<file path="src/rtl/tcs_pkg.sv">
package tcs_pkg;
  // Quality verdict for one baud; amp lands in bit 0 of the packed word.
  typedef struct packed {
    logic sync;
    logic mod;
    logic freq;
    logic amp;
  } tcs_flags_t;
endpackage

</file>
<file path="src/rtl/tcs_quality.sv">
module tcs_quality
  import tcs_pkg::*;
#(
  parameter int AMP_W        = 16,
  parameter int FREQ_W       = 16,
  parameter int FREQ_FRAC    = 8,
  parameter int FREQ_LIM_INT = 2,
  parameter int DROP_LVL     = 100
) (
  input  logic signed [AMP_W-1:0]  sig_max,
  input  logic signed [AMP_W-1:0]  noise_min,
  input  logic signed [FREQ_W-1:0] freq_in,
  input  logic                     sync_err,
  output tcs_flags_t               flags,
  output logic signed [FREQ_W-1:0] freq_clamped
);
  localparam int EXT_W = AMP_W + 3;
  localparam int LIM   = FREQ_LIM_INT << FREQ_FRAC;
  localparam logic signed [FREQ_W-1:0] LIM_P = FREQ_W'(LIM);
  localparam logic signed [FREQ_W-1:0] LIM_N = FREQ_W'(-LIM);
  localparam logic signed [AMP_W-1:0]  DROP  = AMP_W'(DROP_LVL);

  logic signed [EXT_W-1:0] max_x, nz_x, span2;

  always_comb begin
    max_x = EXT_W'(sig_max);
    nz_x  = EXT_W'(noise_min);
    span2 = (max_x - nz_x) <<< 1;
  end

  always_comb begin
    flags      = '0;
    flags.amp  = (sig_max < DROP);
    flags.mod  = (sig_max <= 0) || (span2 < max_x);
    flags.sync = sync_err;
    if (freq_in > LIM_P) begin
      freq_clamped = LIM_P;
      flags.freq   = 1'b1;
    end else if (freq_in < LIM_N) begin
      freq_clamped = LIM_N;
      flags.freq   = 1'b1;
    end else begin
      freq_clamped = freq_in;
    end
  end
endmodule

</file>
<file path="src/rtl/tcs_phase_cmp.sv">
module tcs_phase_cmp #(
  parameter int PH_W = 7
) (
  input  logic [PH_W-1:0] cur_ph,
  input  logic [PH_W-1:0] ref_ph,
  output logic            near
);
  logic [PH_W:0] a, b;

  always_comb begin
    a    = {1'b0, cur_ph};
    b    = {1'b0, ref_ph};
    near = (a == b) || (a == b + 1'b1) || (b == a + 1'b1);
  end
endmodule

</file>
<file path="src/rtl/tcs_tc_ctrl.sv">
module tcs_tc_ctrl #(
  parameter int PH_W      = 7,
  parameter int TC_MIN    = 2,
  parameter int TC_MAX    = 10,
  parameter int STAB_MULT = 20
) (
  input  logic                         clk,
  input  logic                         rst,
  input  logic                         stb,
  input  logic                         any_err,
  input  logic [PH_W-1:0]              cur_ph,
  output logic [$clog2(TC_MAX+1)-1:0]  tc,
  output logic [PH_W-1:0]              ref_ph
);
  localparam int TC_W  = $clog2(TC_MAX + 1);
  localparam int CNT_W = $clog2(STAB_MULT * TC_MAX + 1);
  localparam logic [TC_W-1:0] TCMIN_V = TC_W'(TC_MIN);
  localparam logic [TC_W-1:0] TCMAX_V = TC_W'(TC_MAX);

  logic [CNT_W-1:0] cnt, thr;
  logic             near;

  tcs_phase_cmp #(.PH_W(PH_W)) u_cmp (
    .cur_ph (cur_ph),
    .ref_ph (ref_ph),
    .near   (near)
  );

  always_comb thr = CNT_W'(STAB_MULT * int'(tc));

  always_ff @(posedge clk) begin
    if (rst) begin
      tc     <= TCMIN_V;
      cnt    <= '0;
      ref_ph <= '0;
    end else if (stb) begin
      if (any_err) begin
        tc     <= TCMIN_V;
        cnt    <= '0;
        ref_ph <= cur_ph;
      end else if (!near) begin
        cnt    <= '0;
        ref_ph <= cur_ph;
      end else if (cnt >= thr) begin
        tc     <= (tc == TCMAX_V) ? TCMAX_V : tc + 1'b1;
        cnt    <= '0;
        ref_ph <= cur_ph;
      end else begin
        cnt    <= cnt + 1'b1;
      end
    end
  end

  AST_TC_RANGE: assert property (@(posedge clk) disable iff (rst)
    (tc >= TCMIN_V) && (tc <= TCMAX_V));
  AST_CNT_SPAN: assert property (@(posedge clk) disable iff (rst)
    cnt <= thr);
  AST_TC_STEP: assert property (@(posedge clk) disable iff (rst)
    1'b1 |=> (tc == $past(tc)) || (tc == $past(tc) + 1'b1) || (tc == TCMIN_V));
  AST_ERR_DROP: assert property (@(posedge clk) disable iff (rst)
    (stb && any_err) |=> (tc == TCMIN_V));
  AST_TC_HOLD: assert property (@(posedge clk) disable iff (rst)
    !stb |=> $stable(tc));
endmodule

</file>
<file path="src/rtl/loop_tc_supervisor.sv">
module loop_tc_supervisor
  import tcs_pkg::*;
#(
  parameter int PH_W         = 7,
  parameter int AMP_W        = 16,
  parameter int FREQ_W       = 16,
  parameter int FREQ_FRAC    = 8,
  parameter int FREQ_LIM_INT = 2,
  parameter int DROP_LVL     = 100,
  parameter int TC_MIN       = 2,
  parameter int TC_MAX       = 10,
  parameter int STAB_MULT    = 20,
  localparam int TC_W        = $clog2(TC_MAX + 1)
) (
  input  logic                     clk,
  input  logic                     rst,
  input  logic                     baud_stb,
  input  logic [PH_W-1:0]          phase_idx,
  input  logic signed [AMP_W-1:0]  sig_max,
  input  logic signed [AMP_W-1:0]  noise_min,
  input  logic signed [FREQ_W-1:0] freq_in,
  input  logic                     sync_err,
  output logic [TC_W-1:0]          tc,
  output logic                     lock_ready,
  output logic [3:0]               err_flags,
  output logic signed [FREQ_W-1:0] freq_out
);
  localparam int LIM = FREQ_LIM_INT << FREQ_FRAC;

  tcs_flags_t              flg_now, flg_q;
  logic signed [FREQ_W-1:0] f_clamp;
  logic [PH_W-1:0]          ref_ph;

  tcs_quality #(
    .AMP_W(AMP_W), .FREQ_W(FREQ_W), .FREQ_FRAC(FREQ_FRAC),
    .FREQ_LIM_INT(FREQ_LIM_INT), .DROP_LVL(DROP_LVL)
  ) u_qual (
    .sig_max      (sig_max),
    .noise_min    (noise_min),
    .freq_in      (freq_in),
    .sync_err     (sync_err),
    .flags        (flg_now),
    .freq_clamped (f_clamp)
  );

  tcs_tc_ctrl #(
    .PH_W(PH_W), .TC_MIN(TC_MIN), .TC_MAX(TC_MAX), .STAB_MULT(STAB_MULT)
  ) u_ctrl (
    .clk     (clk),
    .rst     (rst),
    .stb     (baud_stb),
    .any_err (|flg_now),
    .cur_ph  (phase_idx),
    .tc      (tc),
    .ref_ph  (ref_ph)
  );

  always_ff @(posedge clk) begin
    if (rst) begin
      flg_q    <= '0;
      freq_out <= '0;
    end else if (baud_stb) begin
      flg_q    <= flg_now;
      freq_out <= f_clamp;
    end
  end

  assign err_flags  = flg_q;
  assign lock_ready = (tc == TC_W'(TC_MAX)) && (flg_q == '0);

  AST_FREQ_BOUND: assert property (@(posedge clk) disable iff (rst)
    (freq_out <= FREQ_W'(LIM)) && (freq_out >= FREQ_W'(-LIM)));
  AST_SYNC_DROP: assert property (@(posedge clk) disable iff (rst)
    (baud_stb && sync_err) |=> err_flags[3] && (tc == TC_W'(TC_MIN)));
  AST_FLAG_HOLD: assert property (@(posedge clk) disable iff (rst)
    !baud_stb |=> $stable(err_flags) && $stable(freq_out));
  AST_LOW_AMP: assert property (@(posedge clk) disable iff (rst)
    (baud_stb && (sig_max < 0)) |=> err_flags[0] && err_flags[2]);
endmodule

</file>
<file path="config.mk">
export PLATFORM = sky130hd
export DESIGN_NAME = loop_tc_supervisor
export DESIGN_NICKNAME = d
export VERILOG_FILES = /design/src/rtl/tcs_pkg.sv /design/src/rtl/tcs_quality.sv /design/src/rtl/tcs_phase_cmp.sv /design/src/rtl/tcs_tc_ctrl.sv /design/src/rtl/loop_tc_supervisor.sv
export SDC_FILE = /design/constraint.sdc
export NUM_CORES = 1
export LEC_CHECK = 0
export BUFFER_PORTS_ARGS = -buffer_cell sky130_fd_sc_hd__buf_2
export CAP_MARGIN = 10
export CELL_PAD_IN_SITES_DETAIL_PLACEMENT = 0
export CELL_PAD_IN_SITES_GLOBAL_PLACEMENT = 1
export CORE_UTILIZATION = 40
export DETAILED_ROUTE_END_ITERATION = 16
export PLACE_DENSITY = 0.86
export SYNTH_ARGS = -nofsm -noshare
export SYNTH_HDL_FRONTEND = slang
export SYNTH_HIERARCHICAL = 1
export SYNTH_SLANG_ARGS = --single-unit
</file>
<file path="constraint.sdc">
create_clock -name clk -period 15.03 [get_ports clk]
set_clock_uncertainty 0.05 [all_clocks]
set_input_delay 3.006 -clock clk [delete_from_list [all_inputs] [get_ports clk]]
set_output_delay 3.006 -clock clk [all_outputs]
set_load 0.1 [all_outputs]
</file>
# Word-level counts from Yosys, hierarchy flattened
# Index checks and enable logic that the tools add are counted.
[word_totals]
inputBits = 59
wordCells = 49
out_inout_bits = 25
register_bits = 39
[classes]
multipliers = 1
eq_ne = 5
n_lt_le_gt_ge = 6
reduce_logical = 10
muxes = 14
add_sub_neg = 5
[op_table]
columns = ["cell", "count"]
rows = [
  ["$mux W16", 2],
  ["$mux W8", 3],
  ["$mux W7", 3],
  ["$lt A18 B16 Y1", 1],
  ["$sub A16 B16 Y17", 1],
  ["$add A7 B1 Y8 const B", 2],
  ["$eq A7 B8 Y1", 2],
  ["$gt A16 B11 Y1 const B", 1],
  ["$le A16 B1 Y1 const B", 1],
  ["$lt A16 B10 Y1 const B", 1],
  ["$lt A16 B8 Y1 const B", 1],
  ["$mux W4", 4],
  ["$add A8 B1 Y8 const B", 1],
  ["$ge A8 B8 Y1", 1],
  ["$eq A7 B7 Y1", 1],
  ["$mul A3 B4 Y6 const A", 1],
  ["$add A4 B1 Y4 const B", 1],
  ["$eq A4 B4 Y1 const B", 1],
  ["$logic_not A4 Y1", 1],
  ["$reduce_bool A2 Y1", 2],
  ["$reduce_or A4 Y1", 1],
  ["$logic_or A1 B1 Y1", 3],
  ["$ne A3 B2 Y1 const B", 1],
  ["$reduce_and A3 Y1", 1],
  ["3 further kinds", 4],
]

# Depth between registers and ports, before layout
[depth]
ltp_word = 6
mapped_depth = 21
mapped_depth_nobuf = 20

# Cells and area by module
# The synthesis kept the hierarchy.
[by_module_without_submodules]
columns = ["mod", "seq_area_each_um2", "n_inst", "cells_per_inst", "area_per_inst_um2"]
rows = [
  ["tcs_quality", 0.0, 1, 215, 1476.4],
  ["tcs_tc_ctrl", 380.4, 1, 129, 1193.6],
  ["loop_tc_supervisor", 400.4, 1, 68, 728.2],
  ["tcs_phase_cmp", 0.0, 1, 64, 459.2],
]

# Least setup slack after synthesis
# Ideal clock, no wire load.
[synth_path]
path_kind = "input-to-reg"
startpoint = "input port noise_min[0]"
endpoint = "register u_ctrl.ref_ph[1]"
cell_stages = 20
arrival_ns = 6.875
slack_ns = 7.986
t_required_ns = 14.861
setup_ns = 0.119
n_path_buf = 1
cell_sequence = "nor2b_4 fa_1 nor2b_1 o31a_1 o221ai_2 a21oi_1 or2_1 o211ai_1 ha_1 and4_1 nand2_1 o21ai_0 a211oi_1 a21oi_1 o211ai_1 or4_1 a311oi_2 a31oi_4 buf_6 mux2i_1"
[synth_rtl]
columns = ["item", "line_no", "source"]
rows = [
  ["start: declaration", "loop_tc_supervisor.sv:20", "input logic signed [AMP_W-1:0] noise_min,"],
  ["end signal: assignment", "tcs_tc_ctrl.sv:40", "ref_ph <= cur_ph;"],
  ["end signal: assignment", "tcs_tc_ctrl.sv:43", "ref_ph <= cur_ph;"],
  ["end signal: assignment", "tcs_tc_ctrl.sv:47", "ref_ph <= cur_ph;"],
  ["end: declaration", "tcs_tc_ctrl.sv:13", "output logic [PH_W-1:0] ref_ph"],
]

==> impl_metrics.json <==
{
  "ir_drop_mv": 0.0443,
  "hold_violations": 0,
  "synth_area_sq_um": 3860,
  "ys_warn_count": 6,
  "fillCellCount": 973,
  "vias": 3610,
  "drive_gt1_share_pct": 20.1,
  "grt-ovfl-total": 0,
  "ys_ff_latch": 39,
  "initial_core_util_pct": 41.5,
  "clock_latency_ns": 0.29,
  "clockBufferDepth": 2,
  "clk_pin_slew_ns": 0.08,
  "grt_pass1_wl_um": 15100,
  "dr.pass1.iters": 4,
  "end_kind": "flip-flop",
  "die_x_um": 100,
  "grt_usage_pct": 18.1,
  "required_ns": 15.18,
  "grt_pass1_vias": 3449,
  "mostFrequentLayoutCell": "buf_2",
  "fin_crit_sh_pct": 48.8,
  "hold_buffers": 0,
  "drv_slew": 0,
  "num_io_pins": 84,
  "antenna_found_initial": 0,
  "setup_viol_count_final": 0,
  "start_kind": "primary input",
  "cts_tree": "built",
  "root_buffer": "clkbuf_8",
  "post_cts_buffers": 0,
  "syn_to_final_growth_pct": 16.0,
  "n_antenna_cell": 0,
  "worstPathArrival_ns": 7.48,
  "yosysSeqAreaShare_pct": 20.2,
  "htreeDepth": 2,
  "cts_resized": 0,
  "hold_path_class": "reg -> reg",
  "synthDistinctLibCells": 64,
  "dieArea_sq_um": 10000,
  "fin_crit_ns": 7.33,
  "place_congestion": 0.907,
  "core_area_sq_um": 9280,
  "io_buffers": 83,
  "synthesis.nets": 584,
  "first_iter_violations": 138,
  "worst_slew_pin_slew_ns": 1.09,
  "critPathKind": "in -> reg",
  "syn_inst": 476,
  "multi_input_area_sq_um": 2810,
  "p_leak_uw": 0.00213,
  "numCtsBuffers": 5,
  "place_area_sq_um": 4360,
  "ys.flop_type": "dfxtp_1",
  "final_cell_mix": "83 x buf_2, 55 x nor2_1, 51 x inv_1",
  "grt_start_max_net_pins": 50,
  "post_drt_wl_per_cell_um": 13.1,
  "async_flop_share_pct": 0,
  "status": "complete, no violations",
  "final_nets": 660,
  "detail-route-antenna-nets": 0,
  "synth_edf_count": 0,
  "drc": 0,
  "finalWirelength_um": 8930,
  "drv_cap": 0,
  "vias_per_cell": 5.29,
  "rsz0062_at_grt": "false",
  "final_cell_area_sq_um": 4480,
  "die_h_um": 100,
  "rows": 35,
  "cts.sinks": 39,
  "dp_hpwl_um": 7200,
  "power.density_nw_per_um2": 71.3,
  "worst-path-max-fanout": 15,
  "max_freq_mhz": 136,
  "slew_headroom_pct": 26.2,
  "syn_avg_cell_area_sq_um": 8.10,
  "seq_area_sq_um": 781,
  "tns_ns": 0
}
worst max-delay path, cell delays in order:
cell and delay, ns:
buf_2 0.12, inv_1 0.07, fa_1 0.46, nor2b_1 0.16
o31a_1 0.21, o221ai_2 0.13, a21oi_1 0.20, or2_1 0.16
o211ai_1 0.12, ha_1 0.32, and4_1 0.23, nand2_1 0.06
o21ai_0 0.27, a211oi_1 0.10, a21oi_1 0.15, o211ai_1 0.12
or4_1 0.60, a311oi_2 0.38, a31oi_4 0.30, nor3_1 0.31
power by group:
group          total [uW]  switching, uW  internal [uW]
sequential            111           4.16            107
combinational         118           72.8           45.5
clock                89.6           35.9           53.7
total                 319            113            206
area by class of cell:
type / instances / area share, %
Multi-Input combinational cell: 372 / 62.8
Sequential cell: 39 / 17.4
Timing Repair Buffer: 83 / 9.28
Inverter: 51 / 4.28
Tap cell: 129 / 3.61
Clock buffer: 6 / 1.85
Clock inverter: 2 / 0.783
final timing paths:
path,cells past startpoint,slack (ns),end,startpoint
worst max-delay path,20,7.70,u_ctrl/cnt[5],sig_max[1]
worst min-delay path,2,0.45,freq_out[2],freq_out[2]
worst max register to register,9,11.67,u_ctrl/ref_ph[0],u_ctrl/tc[3]
worst min register to register,2,0.45,freq_out[2],freq_out[2]
routing by layer:
layer	track usage [%]	wire length [um]
met5	0	0
met4	4.68	118
met3	1.95	235
met2	34.1	4620
met1	21.8	3960
sequential cells by signal, summed over array words and instances, names as in the netlist:
name,count
freq_out,16
err_flags,4
u_ctrl/ref_ph,7
u_ctrl/cnt,8
u_ctrl/tc,4
kinds of logic (layout without fill, tap and decap cells):
kind of cell             after synthesis  in the layout  share of synthesized area [%]
AO/OA/AOI/OAI                         90             90                           17.5
XOR/XNOR                              34             34                           8.11
adder cells (fa/ha/maj)               49             49                           16.3
buffers and inverters                 65            142                           6.94
flip-flops                            39             39                           20.2
multiplexers                          28             28                           7.27
AND/OR/NAND/NOR                      171            171                           23.7
through the flow:
step                      power (uW)  instances  hold slack, ns  util [%]  setup WS, ns
after floorplan                  203        476           0.396         -          7.99
after global placement           229        674           0.420      46.9          7.60
after detailed placement         232        674           0.429      46.9          7.36
after CTS                        322        682           0.451      48.2          7.68
after global routing             341        682           0.483      48.2          7.30
final                            319        682           0.446      48.2          7.70
cells in the mapped netlist (2+ instances only):
| cell type | n | area, sq um |
|---|---|---|
| nand2_1 | 24 | 90.1 |
| or3_1 | 4 | 25.0 |
| xnor2_1 | 21 | 184 |
| o41ai_2 | 2 | 32.5 |
| and4_1 | 5 | 43.8 |
| nor3_2 | 2 | 20.0 |
| dfxtp_1 | 39 | 781 |
| xor2_2 | 2 | 32.5 |
| a21oi_1 | 22 | 110 |
| a31oi_1 | 2 | 12.5 |
| nand3b_1 | 2 | 15.0 |
| o32ai_1 | 3 | 26.3 |
| o31ai_1 | 2 | 15.0 |
| fa_1 | 2 | 40.0 |
| mux2i_1 | 28 | 280 |
| o2111ai_1 | 2 | 17.5 |
| o21ai_0 | 16 | 80.1 |
| ha_1 | 47 | 588 |
| and3_1 | 2 | 12.5 |
| buf_2 | 4 | 20.0 |
| a21o_1 | 13 | 97.6 |
| a211oi_1 | 4 | 30.0 |
| nand4_1 | 9 | 56.3 |
| or4_1 | 3 | 22.5 |
| nor4_1 | 4 | 25.0 |
| a31oi_2 | 2 | 25.0 |
| clkbuf_1 | 6 | 22.5 |
| nor4b_1 | 2 | 17.5 |
| inv_1 | 51 | 191 |
| nor3b_1 | 2 | 15.0 |
| nor3_1 | 14 | 70.1 |
| nand3_1 | 7 | 35.0 |
| buf_4 | 3 | 22.5 |
| o211ai_1 | 3 | 22.5 |
| nor2b_1 | 2 | 12.5 |
| xor2_1 | 11 | 96.3 |
| o21a_1 | 4 | 30.0 |
| nor2_1 | 55 | 206 |
| nand2b_1 | 16 | 100 |
| and2_1 | 10 | 62.6 |
Power figures use the tool's default switching activity.
